File: src/rtl/cfd_pkg.sv
package cfd_pkg;

  typedef enum logic [3:0] {
    ST_IDLE,
    ST_ID,
    ST_RTR,
    ST_IDE,
    ST_R0,
    ST_DLC,
    ST_DATA,
    ST_CRC,
    ST_CRC_DEL,
    ST_ACK,
    ST_ACK_DEL,
    ST_EOF,
    ST_WAIT
  } fld_e;

  function automatic int imax(input int a, input int b);
    return (a > b) ? a : b;
  endfunction

endpackage

File: src/rtl/cfd_destuff.sv
module cfd_destuff #(
  parameter int RUN = 5
) (
  input  logic clk,
  input  logic rst_n,
  input  logic smp_vld,
  input  logic rx,
  input  logic start,
  input  logic clear,
  output logic due,
  output logic stuff_err
);
  localparam int RW = $clog2(RUN + 1);

  logic          en_q;
  logic          last_q;
  logic [RW-1:0] run_q;

  assign due       = en_q && (run_q == RW'(RUN));
  assign stuff_err = smp_vld && due && (rx == last_q);

  always_ff @(posedge clk or negedge rst_n) begin
    if (!rst_n) begin
      en_q   <= 1'b0;
      last_q <= 1'b1;
      run_q  <= '0;
    end else if (smp_vld) begin
      if (start) begin
        en_q   <= 1'b1;
        last_q <= rx;
        run_q  <= RW'(1);
      end else if (clear) begin
        en_q  <= 1'b0;
        run_q <= '0;
      end else if (en_q) begin
        if (due || (rx != last_q)) begin
          run_q  <= RW'(1);
          last_q <= rx;
        end else begin
          run_q <= run_q + RW'(1);
        end
      end
    end
  end


  run_restart_chk: assert property (@(posedge clk) disable iff (!rst_n)
    (smp_vld && due && !stuff_err && !clear && !start) |=> (run_q == RW'(1)));

endmodule

File: src/rtl/cfd_crc.sv
module cfd_crc #(
  parameter int              W    = 15,
  parameter logic [W-1:0]    POLY = 15'h4599
) (
  input  logic         clk,
  input  logic         rst_n,
  input  logic         clear,
  input  logic         feed,
  input  logic         din,
  output logic [W-1:0] crc_q
);
  logic fb;
  assign fb = din ^ crc_q[W-1];

  always_ff @(posedge clk or negedge rst_n) begin
    if (!rst_n) begin
      crc_q <= '0;
    end else if (clear) begin
      crc_q <= '0;
    end else if (feed) begin
      crc_q <= {crc_q[W-2:0], 1'b0} ^ ({W{fb}} & POLY);
    end
  end


  crc_clear_chk: assert property (@(posedge clk) disable iff (!rst_n)
    clear |=> (crc_q == '0));

endmodule

File: src/rtl/cfd_field_seq.sv
module cfd_field_seq
  import cfd_pkg::*;
#(
  parameter int ID_W      = 11,
  parameter int CRC_W     = 15,
  parameter int EOF_LEN   = 7,
  parameter int IDLE_RUN  = 11,
  parameter int MAX_BYTES = 8
) (
  input  logic clk,
  input  logic rst_n,
  input  logic smp_vld,
  input  logic rx,
  input  logic tx,
  input  logic tx_active,
  input  logic listen_only,
  input  logic due,
  input  logic stuff_err,
  input  logic crc_nz,
  output logic start,
  output logic dstf_clear,
  output logic crc_feed,
  output logic e_bit,
  output logic e_form,
  output logic e_crc,
  output logic arb_lost,
  output logic frame_ok
);
  localparam int MAXB    = MAX_BYTES * 8;
  localparam int CNT_MAX = imax(imax(MAXB, IDLE_RUN), imax(imax(CRC_W, ID_W), EOF_LEN));
  localparam int CW      = $clog2(CNT_MAX + 1);
  localparam int DW      = $clog2(MAXB + 1);

  fld_e          st_q;
  logic [CW-1:0] cnt_q;
  logic [3:0]    dlc_q;
  logic          rtr_q;
  logic [DW-1:0] nbits_q;

  logic [3:0]    dlc_nx;
  logic [DW-1:0] nbits_nx;
  logic          in_frame, consume, is_arb, mism, ack_pass, any_err;

  assign dlc_nx = {dlc_q[2:0], rx};

  always_comb begin
    if (rtr_q) begin
      nbits_nx = '0;
    end else if (dlc_nx >= 4'(MAX_BYTES)) begin
      nbits_nx = DW'(MAXB);
    end else begin
      nbits_nx = DW'({dlc_nx, 3'b000});
    end
  end

  assign in_frame = (st_q != ST_IDLE) && (st_q != ST_WAIT);
  assign consume  = smp_vld && in_frame && !due;
  assign is_arb   = (st_q == ST_ID) || (st_q == ST_RTR);

  assign mism     = smp_vld && in_frame && tx_active && !listen_only && (rx != tx);
  assign arb_lost = mism && tx && !rx && is_arb && !due;
  assign ack_pass = mism && tx && !rx && (st_q == ST_ACK);
  assign e_bit    = mism && !arb_lost && !ack_pass;

  assign e_form = consume && !rx &&
                  ((st_q == ST_CRC_DEL) || (st_q == ST_ACK_DEL) || (st_q == ST_EOF));
  assign e_crc  = consume && (st_q == ST_ACK_DEL) && crc_nz;

  assign any_err = e_bit || e_form || e_crc || stuff_err;

  assign start      = smp_vld && (st_q == ST_IDLE) && !rx;
  assign dstf_clear = any_err ||
                      (consume && ((st_q == ST_CRC_DEL) || ((st_q == ST_IDE) && rx)));
  assign crc_feed   = consume && !any_err &&
                      ((st_q == ST_ID) || (st_q == ST_RTR) || (st_q == ST_IDE) ||
                       (st_q == ST_R0) || (st_q == ST_DLC) || (st_q == ST_DATA) ||
                       (st_q == ST_CRC));
  assign frame_ok   = consume && !any_err && (st_q == ST_EOF) &&
                      (cnt_q == CW'(EOF_LEN - 1));

  always_ff @(posedge clk or negedge rst_n) begin
    if (!rst_n) begin
      st_q    <= ST_IDLE;
      cnt_q   <= '0;
      dlc_q   <= '0;
      rtr_q   <= 1'b0;
      nbits_q <= '0;
    end else if (smp_vld) begin
      if (any_err) begin
        st_q  <= ST_WAIT;
        cnt_q <= '0;
      end else if (consume || !in_frame) begin
        case (st_q)
          ST_IDLE: begin
            if (!rx) begin
              st_q  <= ST_ID;
              cnt_q <= '0;
            end
          end
          ST_ID: begin
            if (cnt_q == CW'(ID_W - 1)) begin
              st_q  <= ST_RTR;
              cnt_q <= '0;
            end else begin
              cnt_q <= cnt_q + CW'(1);
            end
          end
          ST_RTR: begin
            rtr_q <= rx;
            st_q  <= ST_IDE;
          end
          ST_IDE: begin
            st_q  <= rx ? ST_WAIT : ST_R0;
            cnt_q <= '0;
          end
          ST_R0: begin
            st_q  <= ST_DLC;
            cnt_q <= '0;
          end
          ST_DLC: begin
            dlc_q <= dlc_nx;
            if (cnt_q == CW'(3)) begin
              nbits_q <= nbits_nx;
              st_q    <= (nbits_nx == '0) ? ST_CRC : ST_DATA;
              cnt_q   <= '0;
            end else begin
              cnt_q <= cnt_q + CW'(1);
            end
          end
          ST_DATA: begin
            if (cnt_q == CW'(nbits_q - DW'(1))) begin
              st_q  <= ST_CRC;
              cnt_q <= '0;
            end else begin
              cnt_q <= cnt_q + CW'(1);
            end
          end
          ST_CRC: begin
            if (cnt_q == CW'(CRC_W - 1)) begin
              st_q  <= ST_CRC_DEL;
              cnt_q <= '0;
            end else begin
              cnt_q <= cnt_q + CW'(1);
            end
          end
          ST_CRC_DEL: st_q <= ST_ACK;
          ST_ACK:     st_q <= ST_ACK_DEL;
          ST_ACK_DEL: begin
            st_q  <= ST_EOF;
            cnt_q <= '0;
          end
          ST_EOF: begin
            if (cnt_q == CW'(EOF_LEN - 1)) begin
              st_q  <= ST_IDLE;
              cnt_q <= '0;
            end else begin
              cnt_q <= cnt_q + CW'(1);
            end
          end
          ST_WAIT: begin
            if (!rx) begin
              cnt_q <= '0;
            end else if (cnt_q == CW'(IDLE_RUN - 1)) begin
              st_q  <= ST_IDLE;
              cnt_q <= '0;
            end else begin
              cnt_q <= cnt_q + CW'(1);
            end
          end
          default: st_q <= ST_WAIT;
        endcase
      end
    end
  end


  err_wait_chk: assert property (@(posedge clk) disable iff (!rst_n)
    (smp_vld && any_err) |=> (st_q == ST_WAIT));


  sof_enter_chk: assert property (@(posedge clk) disable iff (!rst_n)
    (smp_vld && (st_q == ST_IDLE) && !rx) |=> (st_q == ST_ID));


  ext_drop_chk: assert property (@(posedge clk) disable iff (!rst_n)
    (consume && (st_q == ST_IDE) && rx) |=> (st_q == ST_WAIT));

endmodule

File: src/rtl/can_err_detect.sv
module can_err_detect
  import cfd_pkg::*;
#(
  parameter int             ID_W      = 11,
  parameter int             CRC_W     = 15,
  parameter logic [14:0]    CRC_POLY  = 15'h4599,
  parameter int             STUFF_RUN = 5,
  parameter int             EOF_LEN   = 7,
  parameter int             IDLE_RUN  = 11,
  parameter int             MAX_BYTES = 8
) (
  input  logic clk,
  input  logic rst_n,
  input  logic smp_vld,
  input  logic rx_lvl,
  input  logic tx_lvl,
  input  logic tx_active,
  input  logic listen_only,
  output logic err_stuff,
  output logic err_bit,
  output logic err_form,
  output logic err_crc,
  output logic err_frame_req,
  output logic arb_lost,
  output logic frame_ok
);
  logic             due, stf_err, start, dclr, crc_feed;
  logic             e_bit, e_form, e_crc, arb_c, ok_c, crc_nz;
  logic [CRC_W-1:0] crc_q;

  assign crc_nz = |crc_q;

  cfd_destuff #(.RUN(STUFF_RUN)) u_destuff (
    .clk(clk), .rst_n(rst_n), .smp_vld(smp_vld), .rx(rx_lvl),
    .start(start), .clear(dclr), .due(due), .stuff_err(stf_err)
  );

  cfd_crc #(.W(CRC_W), .POLY(CRC_POLY)) u_crc (
    .clk(clk), .rst_n(rst_n), .clear(start), .feed(crc_feed),
    .din(rx_lvl), .crc_q(crc_q)
  );

  cfd_field_seq #(
    .ID_W(ID_W), .CRC_W(CRC_W), .EOF_LEN(EOF_LEN),
    .IDLE_RUN(IDLE_RUN), .MAX_BYTES(MAX_BYTES)
  ) u_seq (
    .clk(clk), .rst_n(rst_n), .smp_vld(smp_vld), .rx(rx_lvl), .tx(tx_lvl),
    .tx_active(tx_active), .listen_only(listen_only), .due(due),
    .stuff_err(stf_err), .crc_nz(crc_nz), .start(start), .dstf_clear(dclr),
    .crc_feed(crc_feed), .e_bit(e_bit), .e_form(e_form), .e_crc(e_crc),
    .arb_lost(arb_c), .frame_ok(ok_c)
  );

  always_ff @(posedge clk or negedge rst_n) begin
    if (!rst_n) begin
      err_stuff     <= 1'b0;
      err_bit       <= 1'b0;
      err_form      <= 1'b0;
      err_crc       <= 1'b0;
      err_frame_req <= 1'b0;
      arb_lost      <= 1'b0;
      frame_ok      <= 1'b0;
    end else begin
      err_stuff     <= stf_err;
      err_bit       <= e_bit;
      err_form      <= e_form;
      err_crc       <= e_crc;
      err_frame_req <= (stf_err || e_bit || e_form || e_crc) && !listen_only;
      arb_lost      <= arb_c;
      frame_ok      <= ok_c;
    end
  end


  req_cause_chk: assert property (@(posedge clk) disable iff (!rst_n)
    err_frame_req |-> (err_stuff || err_bit || err_form || err_crc));


  req_listen_chk: assert property (@(posedge clk) disable iff (!rst_n)
    err_frame_req |-> !$past(listen_only));


  bit_tx_chk: assert property (@(posedge clk) disable iff (!rst_n)
    err_bit |-> ($past(tx_active) && !$past(listen_only)));


  flag_pulse_chk: assert property (@(posedge clk) disable iff (!rst_n)
    (err_stuff || err_bit || err_form || err_crc) |=>
      !(err_stuff || err_bit || err_form || err_crc));


  crc_src_chk: assert property (@(posedge clk) disable iff (!rst_n)
    err_crc |-> $past(crc_nz));


  ok_clean_chk: assert property (@(posedge clk) disable iff (!rst_n)
    frame_ok |-> !(err_stuff || err_bit || err_form || err_crc));

endmodule

File: config.mk
export PLATFORM = sky130hd
export DESIGN_NAME = can_err_detect
export DESIGN_NICKNAME = d
export VERILOG_FILES = /design/src/rtl/cfd_pkg.sv /design/src/rtl/cfd_destuff.sv /design/src/rtl/cfd_crc.sv /design/src/rtl/cfd_field_seq.sv /design/src/rtl/can_err_detect.sv
export SDC_FILE = /design/constraint.sdc
export NUM_CORES = 1
export LEC_CHECK = 0
export BUFFER_PORTS_ARGS = -buffer_cell sky130_fd_sc_hd__buf_2
export CORE_AREA = 5 5 91 93
export CTS_CLUSTER_DIAMETER = 120
export CTS_CLUSTER_SIZE = 10
export DETAILED_ROUTE_END_ITERATION = 10
export DIE_AREA = 0 0 96 98
export GPL_TIMING_DRIVEN = 0
export SYNTH_ARGS = -nofsm -noshare
export SYNTH_HDL_FRONTEND = slang
export SYNTH_HIERARCHICAL = 1
export SYNTH_SLANG_ARGS = --single-unit
File: constraint.sdc
create_clock -name clk -period 5.4 [get_ports clk]
set_clock_uncertainty 0.15 [all_clocks]
set_input_delay 1.08 -clock clk [delete_from_list [all_inputs] [get_ports clk]]
set_output_delay 1.08 -clock clk [all_outputs]
set_load 0.01 [all_outputs]
# Word level (Yosys, flattened, before mapping)
# Index checks and enable logic that the tools add are counted.
[totals]
in_bits = 7
output_inout_bits = 7
ff_bits = 49
elab_cells = 165
[classes]
n_reduce_logical = 74
eq_ne = 31
bitwise = 3
n_lt_le_gt_ge = 1
add_sub_neg = 3
muxes = 37
[ops]
columns = ["cell", "n"]
rows = [
  ["$mux W7", 11],
  ["$pmux W7 S8", 1],
  ["$pmux W4 S13", 1],
  ["$mux W4", 11],
  ["$mux W15", 2],
  ["$logic_and A1 B1 Y1", 29],
  ["$ne A3 B2 Y1 const B", 7],
  ["$eq A4 B4 Y1 const B", 5],
  ["$logic_or A1 B1 Y1", 18],
  ["$eq A4 B3 Y1 const B", 4],
  ["$reduce_and A4 Y1", 4],
  ["$reduce_or A15 Y1", 1],
  ["$xor A15 B15 Y15", 1],
  ["$eq A7 B4 Y1 const B", 2],
  ["$mux W3", 4],
  ["$reduce_and A10 Y1", 1],
  ["$reduce_bool A2 Y1", 5],
  ["$reduce_bool A9 Y1", 1],
  ["$eq A4 B2 Y1 const B", 2],
  ["$add A7 B1 Y7 const B", 1],
  ["$eq A7 B2 Y1 const B", 1],
  ["$eq A7 B3 Y1 const B", 1],
  ["$eq A7 B7 Y1", 1],
  ["$logic_not A1 Y1", 7],
  ["other kinds (20)", 28],
]

# Logic depth before layout (Yosys ltp)
# Gate-level depths: netlist of run 1.
[depth]
ltp_word = 21
mapped_depth = 13
depth_no_buf = 12

# Cells and area by module
# Netlist of run 1, hierarchy kept.
[by_module_without_submodules]
columns = ["module", "area_each_um2", "seq_area_each_um2", "cells_each", "n_inst"]
rows = [
  ["cfd_field_seq", 1615.3, 475.5, 201, 1],
  ["cfd_crc", 725.7, 375.4, 70, 1],
  ["cfd_destuff", 311.5, 126.4, 27, 1],
  ["can_err_detect", 215.2, 175.2, 14, 1],
]

# Worst setup path before layout of run 1
# Ideal clock, no wire load.
[synth_timing]
path_kind = "in2reg"
startpoint = "input rx_lvl"
endpoint = "register u_crc.crc_q[4]"
setup_slack_ns = 1.713
cell_stages = 6
required_ns = 5.050
path_buffers = 2
setup_ns = 0.200
arrival_time_ns = 3.337
cell_sequence = "buf_2 > or3_1 > nor4_1 > buf_2 > nand4b_1 > o311ai_0"
[synth_between]
word_cells_on_any_way = 28
cone_classes = "eq/ne: 2; mux: 2; bitwise: 2; reduce/logical: 22"
[synth_rtl]
columns = ["item", "line_no", "source"]
rows = [
  ["from (decl)", "can_err_detect.sv:15", "input logic rx_lvl,"],
  ["$logic_not A1 Y1 *", "cfd_field_seq.sv:71", "assign start = smp_vld && (st_q == ST_IDLE) && !rx;"],
  ["$logic_and A1 B1 Y1 *", "cfd_field_seq.sv:71", ""],
  ["via start", "can_err_detect.sv:27", "logic due, stf_err, start, dclr, crc_feed;"],
  ["$mux W15 or $reduce_bool A2 Y1 (tied branches)", "n/a", ""],
  ["to (signal assigned)", "cfd_crc.sv:21", "crc_q <= {crc_q[W-2:0], 1'b0} ^ ({W{fb}} & POLY);"],
  ["to (decl)", "cfd_crc.sv:10", "output logic [W-1:0] crc_q"],
]
# Mark *: on every way through the listed nets, which the timed path passes. The rest lies on a longest branch. The select of a mux whose other input is x is not followed.
# A chain may end at the register's enable or synchronous reset.

# Final worst setup path of run 1
[layout_timing]
startpoint = "input rx_lvl"
endpoint = "register u_destuff.run_q[1]"
[layout_between]
elab_chain_len = 15
word_cells_on_any_way = 32
cone_classes = "eq/ne: 3; mux: 4; reduce/logical: 25"
[layout_rtl]
columns = ["item", "line_no", "source"]
rows = [
  ["$ne A1 B1 Y1", "cfd_field_seq.sv:60", "assign mism = smp_vld && in_frame && tx_active && !listen_only && (rx != tx);"],
  ["$logic_and A1 B1 Y1", "cfd_field_seq.sv:60", ""],
  ["$logic_and A1 B1 Y1 (2 in series)", "cfd_field_seq.sv:61, cfd_field_seq.sv:62", ""],
  ["$logic_and A1 B1 Y1 (2 in series)", "cfd_field_seq.sv:61", "assign arb_lost = mism && tx && !rx && is_arb && !due;"],
  ["$logic_not A1 Y1", "cfd_field_seq.sv:63", "assign e_bit = mism && !arb_lost && !ack_pass;"],
  ["$logic_and A1 B1 Y1", "cfd_field_seq.sv:63", ""],
  ["$logic_and A1 B1 Y1 *", "cfd_field_seq.sv:63", ""],
  ["via e_bit", "can_err_detect.sv:28", "logic e_bit, e_form, e_crc, arb_c, ok_c, crc_nz;"],
  ["$logic_or A1 B1 Y1 * (3 in series)", "cfd_field_seq.sv:69", "assign any_err = e_bit || e_form || e_crc || stuff_err;"],
  ["$logic_or A1 B1 Y1 *", "cfd_field_seq.sv:72", "assign dstf_clear = any_err ||"],
  ["via dclr", "can_err_detect.sv:27", ""],
  ["$reduce_bool A3 Y1 (no source line) or $mux W3 (tied branches)", "n/a", ""],
  ["$reduce_and A2 Y1 (no source line) or $mux W3 (tied branches)", "n/a", ""],
  ["to (signal assigned)", "cfd_destuff.sv:40", "run_q <= run_q + RW'(1);"],
  ["to (decl)", "cfd_destuff.sv:17", "logic [RW-1:0] run_q;"],
]
# Marks and branches as above.

==> impl_metrics.csv, run 1 <==
group,metric,value,unit
outcome,status,"complete, no violations",
die,coreArea,0.00745,mm^2
worst_setup_path,critical_path.most_common_cell,"buf_2",
die,fp.dieW,96,um
detailed_routing,first_pass_iters,5,
worst_setup_path,cp-start-kind,"input pin",
timing,rsz0062_at_grt,"no",
detailed_routing,final_antenna_net_count,0,
timing,max_freq,282,MHz
pwr,clkPwrFrac,0.162,
detailed_routing,routed.top_layer,"met4",
die,dieHeight,98,um
timing,period_needed,3540,ps
clocking,clk_latency,300,ps
worst_setup_path,worst_ep_arrival_time,3590,ps
timing,holdWs,371,ps
logic_synthesis,syn-instance-count,312,
logic_synthesis,yosysTopAreaCell,"dfrtp_1",
detailed_routing,wl_met3,324,um
clocking,postCtsSetupRepairBufs,0,
logic_synthesis,ys_ff_latch,46,
clocking,numCtsBuffers,5,
pwr,internal_power,0.916,mW
logic_synthesis,yosys_warnings,6,
logic_synthesis,synth_edf_count,0,
global_route,grt_pass1_wl,11800,um
layout,area_growth,11.3,%
place,dp_slack,1460,ps
clocking,clock_sinks,46,
die,die-area,0.00941,mm^2
die,start_util,0.385,
global_route,grt_max_degree,47,
timing,report.final.slew_viol_count,0,
logic_synthesis,synth.most_common_cell,"dfrtp_1",
timing,setup_slack,1860,ps
place,dpl.hpwl,4730,um
pwr,power_switching,0.681,mW
die,ioPinCount,14,
timing,finalSetupViolations,0,
worst_setup_path,cp-end-kind,"flop",
detailed_routing,drt_iter0_markers,189,
place,portBuffers,13,
clocking,htreeDepth,2,
global_route,grt_pass1_vias,2462,
logic_synthesis,synth-seq-area-share,0.402,
timing,hold_violations,0,
logic_synthesis,synth_area,0.00287,mm^2
timing,fin_setup_tns,0,ps
global_route,grt.total_usage,0.154,
detailed_routing,wl_met1,3160,um
detailed_routing,drc,0,
clocking,ctsHoldBuffers,0,
worst_setup_path,path_class,"input pin to flop",
pwr,power_density,501,mW/mm^2
logic_synthesis,yosysUniqueCellTypes,66,
worst_setup_path,crit_required,5450,ps
clocking,path_clk_slew,90,ps
clocking,clockRootBuffer,"clkbuf_8",
worst_hold_path,hold_path.class,"flop to flop",
logic_synthesis,ys_async_sr_fraction,1.00,
logic_synthesis,synth_flop_cell,"dfrtp_1",
logic_synthesis,synthTopCellsByArea,"dfrtp_1, nor2_1, mux2i_1, nand2_1, xnor2_1",
detailed_routing,vias,2386,
worst_setup_path,crit_chain,"buf_2 > buf_2 > or3_4 > a21oi_2 > nor3b_2 > nor3_2 > o41ai_2 > o31ai_4 > nor2_1 > a22o_1",
layout,final_nets,345,
timing,worst_slew_pin_slew,1030,ps
layout,fillerInstances,739,
layout,multi_input_area,0.00157,mm^2
detailed_routing,routed_wl,6820,um
pwr,ir_drop,190,uV
logic_synthesis,synth.avg_cell_area,9.19,um^2
layout,drive_above_1_share,0.153,
detailed_routing,wl_per_cell,15.6,um
pwr,power_leakage,1.38,nW
job,cap_violations,0,
logic_synthesis,syn-num-nets,324,
logic_synthesis,yosysTopAreaCellShare,0.393,
detailed_routing,wl_met2,3210,um
logic_synthesis,synthTopCellsByCount,"dfrtp_1, nor2_1, nand2_1",
pwr,share_comb_of_total_power,0.481,
place,gp_congestion,0.837,
die,rows,32,
pwr,p_seq_frac,0.357,
layout,antenna_cells,0,
worst_setup_path,cpPeakStageDelay,550,ps
layout,seq_area,0.00115,mm^2
clocking,cts_tree,"built",
pwr,power,1.60,mW
clocking,cts_resized,0,
global_route,grt-ovfl-total,0,
global_route,antenna_found_initial,0,
timing,slew_headroom,0.311,
worst_setup_path,crit_path_max_fanout,10,
clocking,clock_path_buffers,2,
timing,period_share,0.656,
worst_setup_path,critPathSlowestCell,"nor3_2",
detailed_routing,vias_per_cell,5.47,
pwr,p_sw_frac,0.426,
==> registers in the layout, summed over array words and instances, names as in the netlist <==
signal and count:
arb_lost 1, err_bit 1, err_crc 1, err_form 1, err_frame_req 1, err_stuff 1, frame_ok 1, u_crc/crc_q 15
u_destuff/en_q 1, u_destuff/last_q 1, u_destuff/run_q 3, u_seq/cnt_q 7, u_seq/dlc_q 3, u_seq/nbits_q 4, u_seq/rtr_q 1, u_seq/st_q 4
==> critical path, delay by kind of cell <==
| family | cells | cell delay [ps] |
|---|---|---|
| AOI/OAI and AO/OA | 4 | 990 |
| buffers and inverters | 2 | 370 |
| and+or+nand+nor | 4 | 1140 |
==> final timing paths <==
kind	from	to	slack, ps	depth (start not counted)
max	rx_lvl	u_destuff/run_q[1]$_DFFE_PN0P_	1860	10
min	u_seq/nbits_q[6]$_DFFE_PN0P_	u_seq/nbits_q[6]$_DFFE_PN0P_	370	2
max reg2reg	u_destuff/run_q[0]$_DFFE_PN0P_	u_destuff/run_q[1]$_DFFE_PN0P_	2140	11
min reg2reg	u_seq/nbits_q[6]$_DFFE_PN0P_	u_seq/nbits_q[6]$_DFFE_PN0P_	370	2
max in group asynchronous	rst_n	u_crc/crc_q[13]$_DFFE_PN0P_	3660	1
min in group asynchronous	rst_n	u_crc/crc_q[8]$_DFFE_PN0P_	800	1
==> power groups by stage <==
stage / clock network (mW) / registers (mW) / logic (mW)
final: 0.258 / 0.571 / 0.769
after global routing: 0.282 / 0.587 / 0.858
after CTS: 0.269 / 0.570 / 0.760
after detailed placement: 0 / 0.577 / 0.750
after global placement: 0 / 0.575 / 0.739
after floorplan: 0 / 0.548 / 0.594
==> metal layers <==
layer | vias up | global-route usage
met5 | - | 0
met4 | 0 | 0.0525
met1 | 1125 | 0.207
met3 | 16 | 0.0277
met2 | 79 | 0.246
li1 | 1166 | -
==> cell families (layout without fill, tap and decap cells) <==
kind of cell | count (synthesis) | count (layout) | synth area share
AOI/OAI and AO/OA | 68 | 68 | 0.179
muxes | 15 | 15 | 0.0567
DFF | 46 | 46 | 0.402
adders and majority gates | 5 | 5 | 0.0218
xor gates and xnor gates | 12 | 12 | 0.0366
and+or+nand+nor | 131 | 131 | 0.249
buffers and inverters | 35 | 57 | 0.0550
==> through the flow <==
| stage | cell area [um^2] | utilization | cells |
|---|---|---|---|
| 2_1_floorplan | 2870 | - | 312 |
| 3_3_place_gp | 3060 | 0.411 | 427 |
| 3_5_place_dp | 3070 | 0.413 | 428 |
| 4_1_cts | 3180 | 0.427 | 436 |
| 5_1_grt | 3190 | 0.428 | 436 |
| 6_report | 3190 | 0.428 | 436 |
==> cell type report <==
class / instances / area share
Multi-Input combinational cell: 231 / 0.493
Sequential cell: 46 / 0.361
Tap cell: 102 / 0.0400
Buffer: 19 / 0.0306
Timing Repair Buffer: 14 / 0.0227
Clock buffer: 5 / 0.0216
Inverter: 16 / 0.0188
Clock inverter: 3 / 0.0125
==> cell usage in the layout (no fill, tap or decap), types with 5 or more instances in the layout <==
cell type / synthesis / routed
mux2i_1: 11 / 11
xnor2_1: 8 / 8
and2_1: 5 / 5
ha_1: 5 / 5
dfrtp_1: 45 / 45
nand4_1: 5 / 5
nand3_1: 11 / 11
nand4b_1: 5 / 5
nand2_1: 26 / 26
clkbuf_1: 9 / 9
o21ai_0: 12 / 12
inv_1: 16 / 16
nor4_1: 7 / 6
buf_2: 6 / 19
a21oi_1: 13 / 13
clkbuf_8: 0 / 5
nor2b_1: 8 / 8
o311ai_0: 5 / 5
nor2_1: 34 / 34
nor3_1: 5 / 5
Power figures use the tool's default switching activity.
==> inputs of run 2 (changes only) <==
clock period = 3.25 ns   (was 5.4 ns; I/O delays follow)
==> run 2 against run 1 <==
Net effect:
- utilization up 0.32 points
- worst setup slack got worse by 1700 ps
- via count grew 0.96%
- final cell count is 0.23% higher
- sequential share of layout area is 0.27 points lower
- first-iteration DRC count shrank 14%
- design area up 0.75%
- worst hold slack got worse by 18 ps
- clock-buffer cell count grew 1
- clock power is 66% higher
- critical path type is now flop to flop
- critical endpoint is now u_crc/crc_q[10]$_DFFE_PN0P_
- largest cell class unchanged
- highest routed layer unchanged
==> impl_metrics.csv, run 2 (synthesis gave the netlist of run 1 again) <==
group,metric,value,unit
outcome,status,"complete, no violations",
worst_setup_path,cp-end-kind,"flop",
worst_setup_path,crit_required,3270,ps
clocking,clk_latency,310,ps
layout,final_common_cell,"dfrtp_1",
global_route,grt-ovfl-total,0,
worst_hold_path,hold_path_depth,2,
place,dpl.hpwl,4780,um
clocking,cts_tree,"built",
timing,report.final.slew_viol_count,0,
global_route,antenna_found_initial,0,
die,start_util,0.385,
die,coreArea,0.00745,mm^2
timing,rsz0062_at_grt,"no",
global_route,grt_pass1_vias,2363,
global_route,grt_pass1_wl,11600,um
die,fp.dieW,96,um
timing,fin_setup_tns,0,ps
global_route,grt.total_usage,0.152,
clocking,clockRootBuffer,"clkbuf_8",
timing,period_needed,3070,ps
layout,largest_reg_flops,15,
place,portBuffers,13,
detailed_routing,drt_iter0_markers,163,
pwr,power_density,832,mW/mm^2
layout,top_register,"u_crc/crc_q",
timing,hold_violations,0,
die,dieHeight,98,um
timing,period_share,0.946,
worst_setup_path,crit_path_max_fanout,10,
worst_setup_path,rrSetupSlack,180,ps
timing,setup_slack,176,ps
worst_setup_path,worst_ep_arrival_time,3100,ps
clocking,clock_sinks,46,
place,dp_slack,-335,ps
timing,worst_slew_pin_slew,1040,ps
layout,layout_common_cells,"dfrtp_1, nor2_1, nand2_1, buf_2, inv_1",
layout,reg.largest.list,"u_crc/crc_q (15), u_seq/cnt_q (7)",
place,gp_congestion,0.892,
worst_hold_path,hold_path.class,"input pin to flop",
global_route,grt_max_degree,47,
clocking,path_clk_slew,90,ps
worst_setup_path,crit_path_start,"u_destuff/run_q[0]$_DFFE_PN0P_",
die,die-area,0.00941,mm^2
worst_setup_path,path_class,"flop to flop",
worst_setup_path,r2r_cells,12,
detailed_routing,final_antenna_net_count,0,
detailed_routing,drc,0,
worst_hold_path,hold_path_end,"err_frame_req$_DFF_PN0_",
timing,slew_headroom,0.303,
layout,final_nets,346,
clocking,numCtsBuffers,5,
die,ioPinCount,14,
detailed_routing,routed_wl,6640,um
layout,fillerInstances,749,
clocking,clock_path_buffers,2,
timing,max_freq,325,MHz
layout,antenna_cells,0,
detailed_routing,first_pass_iters,4,
die,rows,32,
pwr,power_leakage,1.38,nW
worst_hold_path,min_from,"listen_only",
clocking,htreeDepth,2,
detailed_routing,wl_per_cell,15.2,um
worst_setup_path,cp-start-kind,"flop",
pwr,ir_drop,217,uV
worst_setup_path,reg2reg_to,"u_crc/crc_q[10]$_DFFE_PN0P_",
job,cap_violations,0,
timing,finalSetupViolations,0,
layout,drive_above_1_share,0.152,
detailed_routing,vias_per_cell,5.51,
layout,area_growth,12.1,%
detailed_routing,vias,2409,
worst_setup_path,rr_startpoint,"u_destuff/run_q[0]$_DFFE_PN0P_",
-- run 2: cell types whose count changed in the layout (fill, tap and decap cells not counted) --
| cell | previous run | this run |
|---|---|---|
| clkinv_2 | 2 | 0 |
| buf_4 | 2 | 3 |
| clkbuf_1 | 9 | 10 |
| clkinvlp_4 | 0 | 1 |
| nor3_2 | 1 | 0 |
| nor3_4 | 0 | 1 |
| nor4_2 | 1 | 0 |
| nor4_4 | 0 | 1 |
-- run 2: critical path: stages, from the launching register on --
cell and delay, ps:
dfrtp_1 420, ha_1 220, nand3_1 100, inv_1 150
or3_4 370, a21oi_2 160, nor3b_2 120, or3_1 370
nor2_1 170, buf_2 230, buf_2 240, nand3_1 100
o311ai_0 140
-- run 2: where the power goes --
group,internal (mW),switching [mW],total (mW)
Clock,0.230,0.198,0.427
Sequential,0.765,0.182,0.947
Combinational,0.542,0.757,1.30
Total,1.54,1.14,2.67
-- run 2: worst max path at each step --
| stage | slack, ps | cells past startpoint | to |
|---|---|---|---|
| global placement | -270 | 8 | u_destuff/last_q$_DFFE_PN1P_ |
| global route | 6 | 8 | u_destuff/last_q$_DFFE_PN1P_ |
| CTS | 140 | 8 | u_crc/crc_q[10]$_DFFE_PN0P_ |
| detailed placement | -340 | 10 | u_destuff/run_q[2]$_DFFE_PN0P_ |
| floorplan | 360 | 7 | u_destuff/last_q$_DFFE_PN1P_ |
| finish | 180 | 12 | u_crc/crc_q[10]$_DFFE_PN0P_ |
-- run 2: routing by layer --
layer | GRT usage | share of wire | up-vias
met4 | 0.0416 | 0.013 | 0
met1 | 0.208 | 0.45 | 1177
li1 | - | - | 1176
met3 | 0.0300 | 0.044 | 9
met5 | 0 | 0 | -
met2 | 0.244 | 0.49 | 47
-- run 2: final cells by class --
| type | instances | area (um^2) | area share |
|---|---|---|---|
| clock buffer | 6 | 72.6 | 0.0226 |
| clock inverter | 2 | 37.5 | 0.0117 |
| timing repair buffer | 15 | 80.1 | 0.0249 |
| sequential | 46 | 1150 | 0.359 |
| inverter | 16 | 60.1 | 0.0187 |
| buffer | 19 | 97.6 | 0.0304 |
| multi-input combinational | 231 | 1590 | 0.494 |
| tap | 102 | 128 | 0.0397 |
-- run 2: timing repair --
action	in CTS	in global routing
buffers inserted	0	2
resized for setup	2	0
pin swaps	0	1
hold buffers	0	0
setup endpoints to repair	4	4
-- run 2: through the flow --
step | area [um^2] | util | power [mW] | std cells | hold slack (ps)
floorplan | 2870 | - | 1.90 | 312 | 204
finish | 3210 | 0.432 | 2.67 | 437 | 353
detailed placement | 3070 | 0.412 | 2.22 | 427 | 359
global placement | 3070 | 0.412 | 2.18 | 427 | 360
CTS | 3190 | 0.428 | 2.67 | 435 | 349
global route | 3210 | 0.432 | 2.90 | 437 | 358
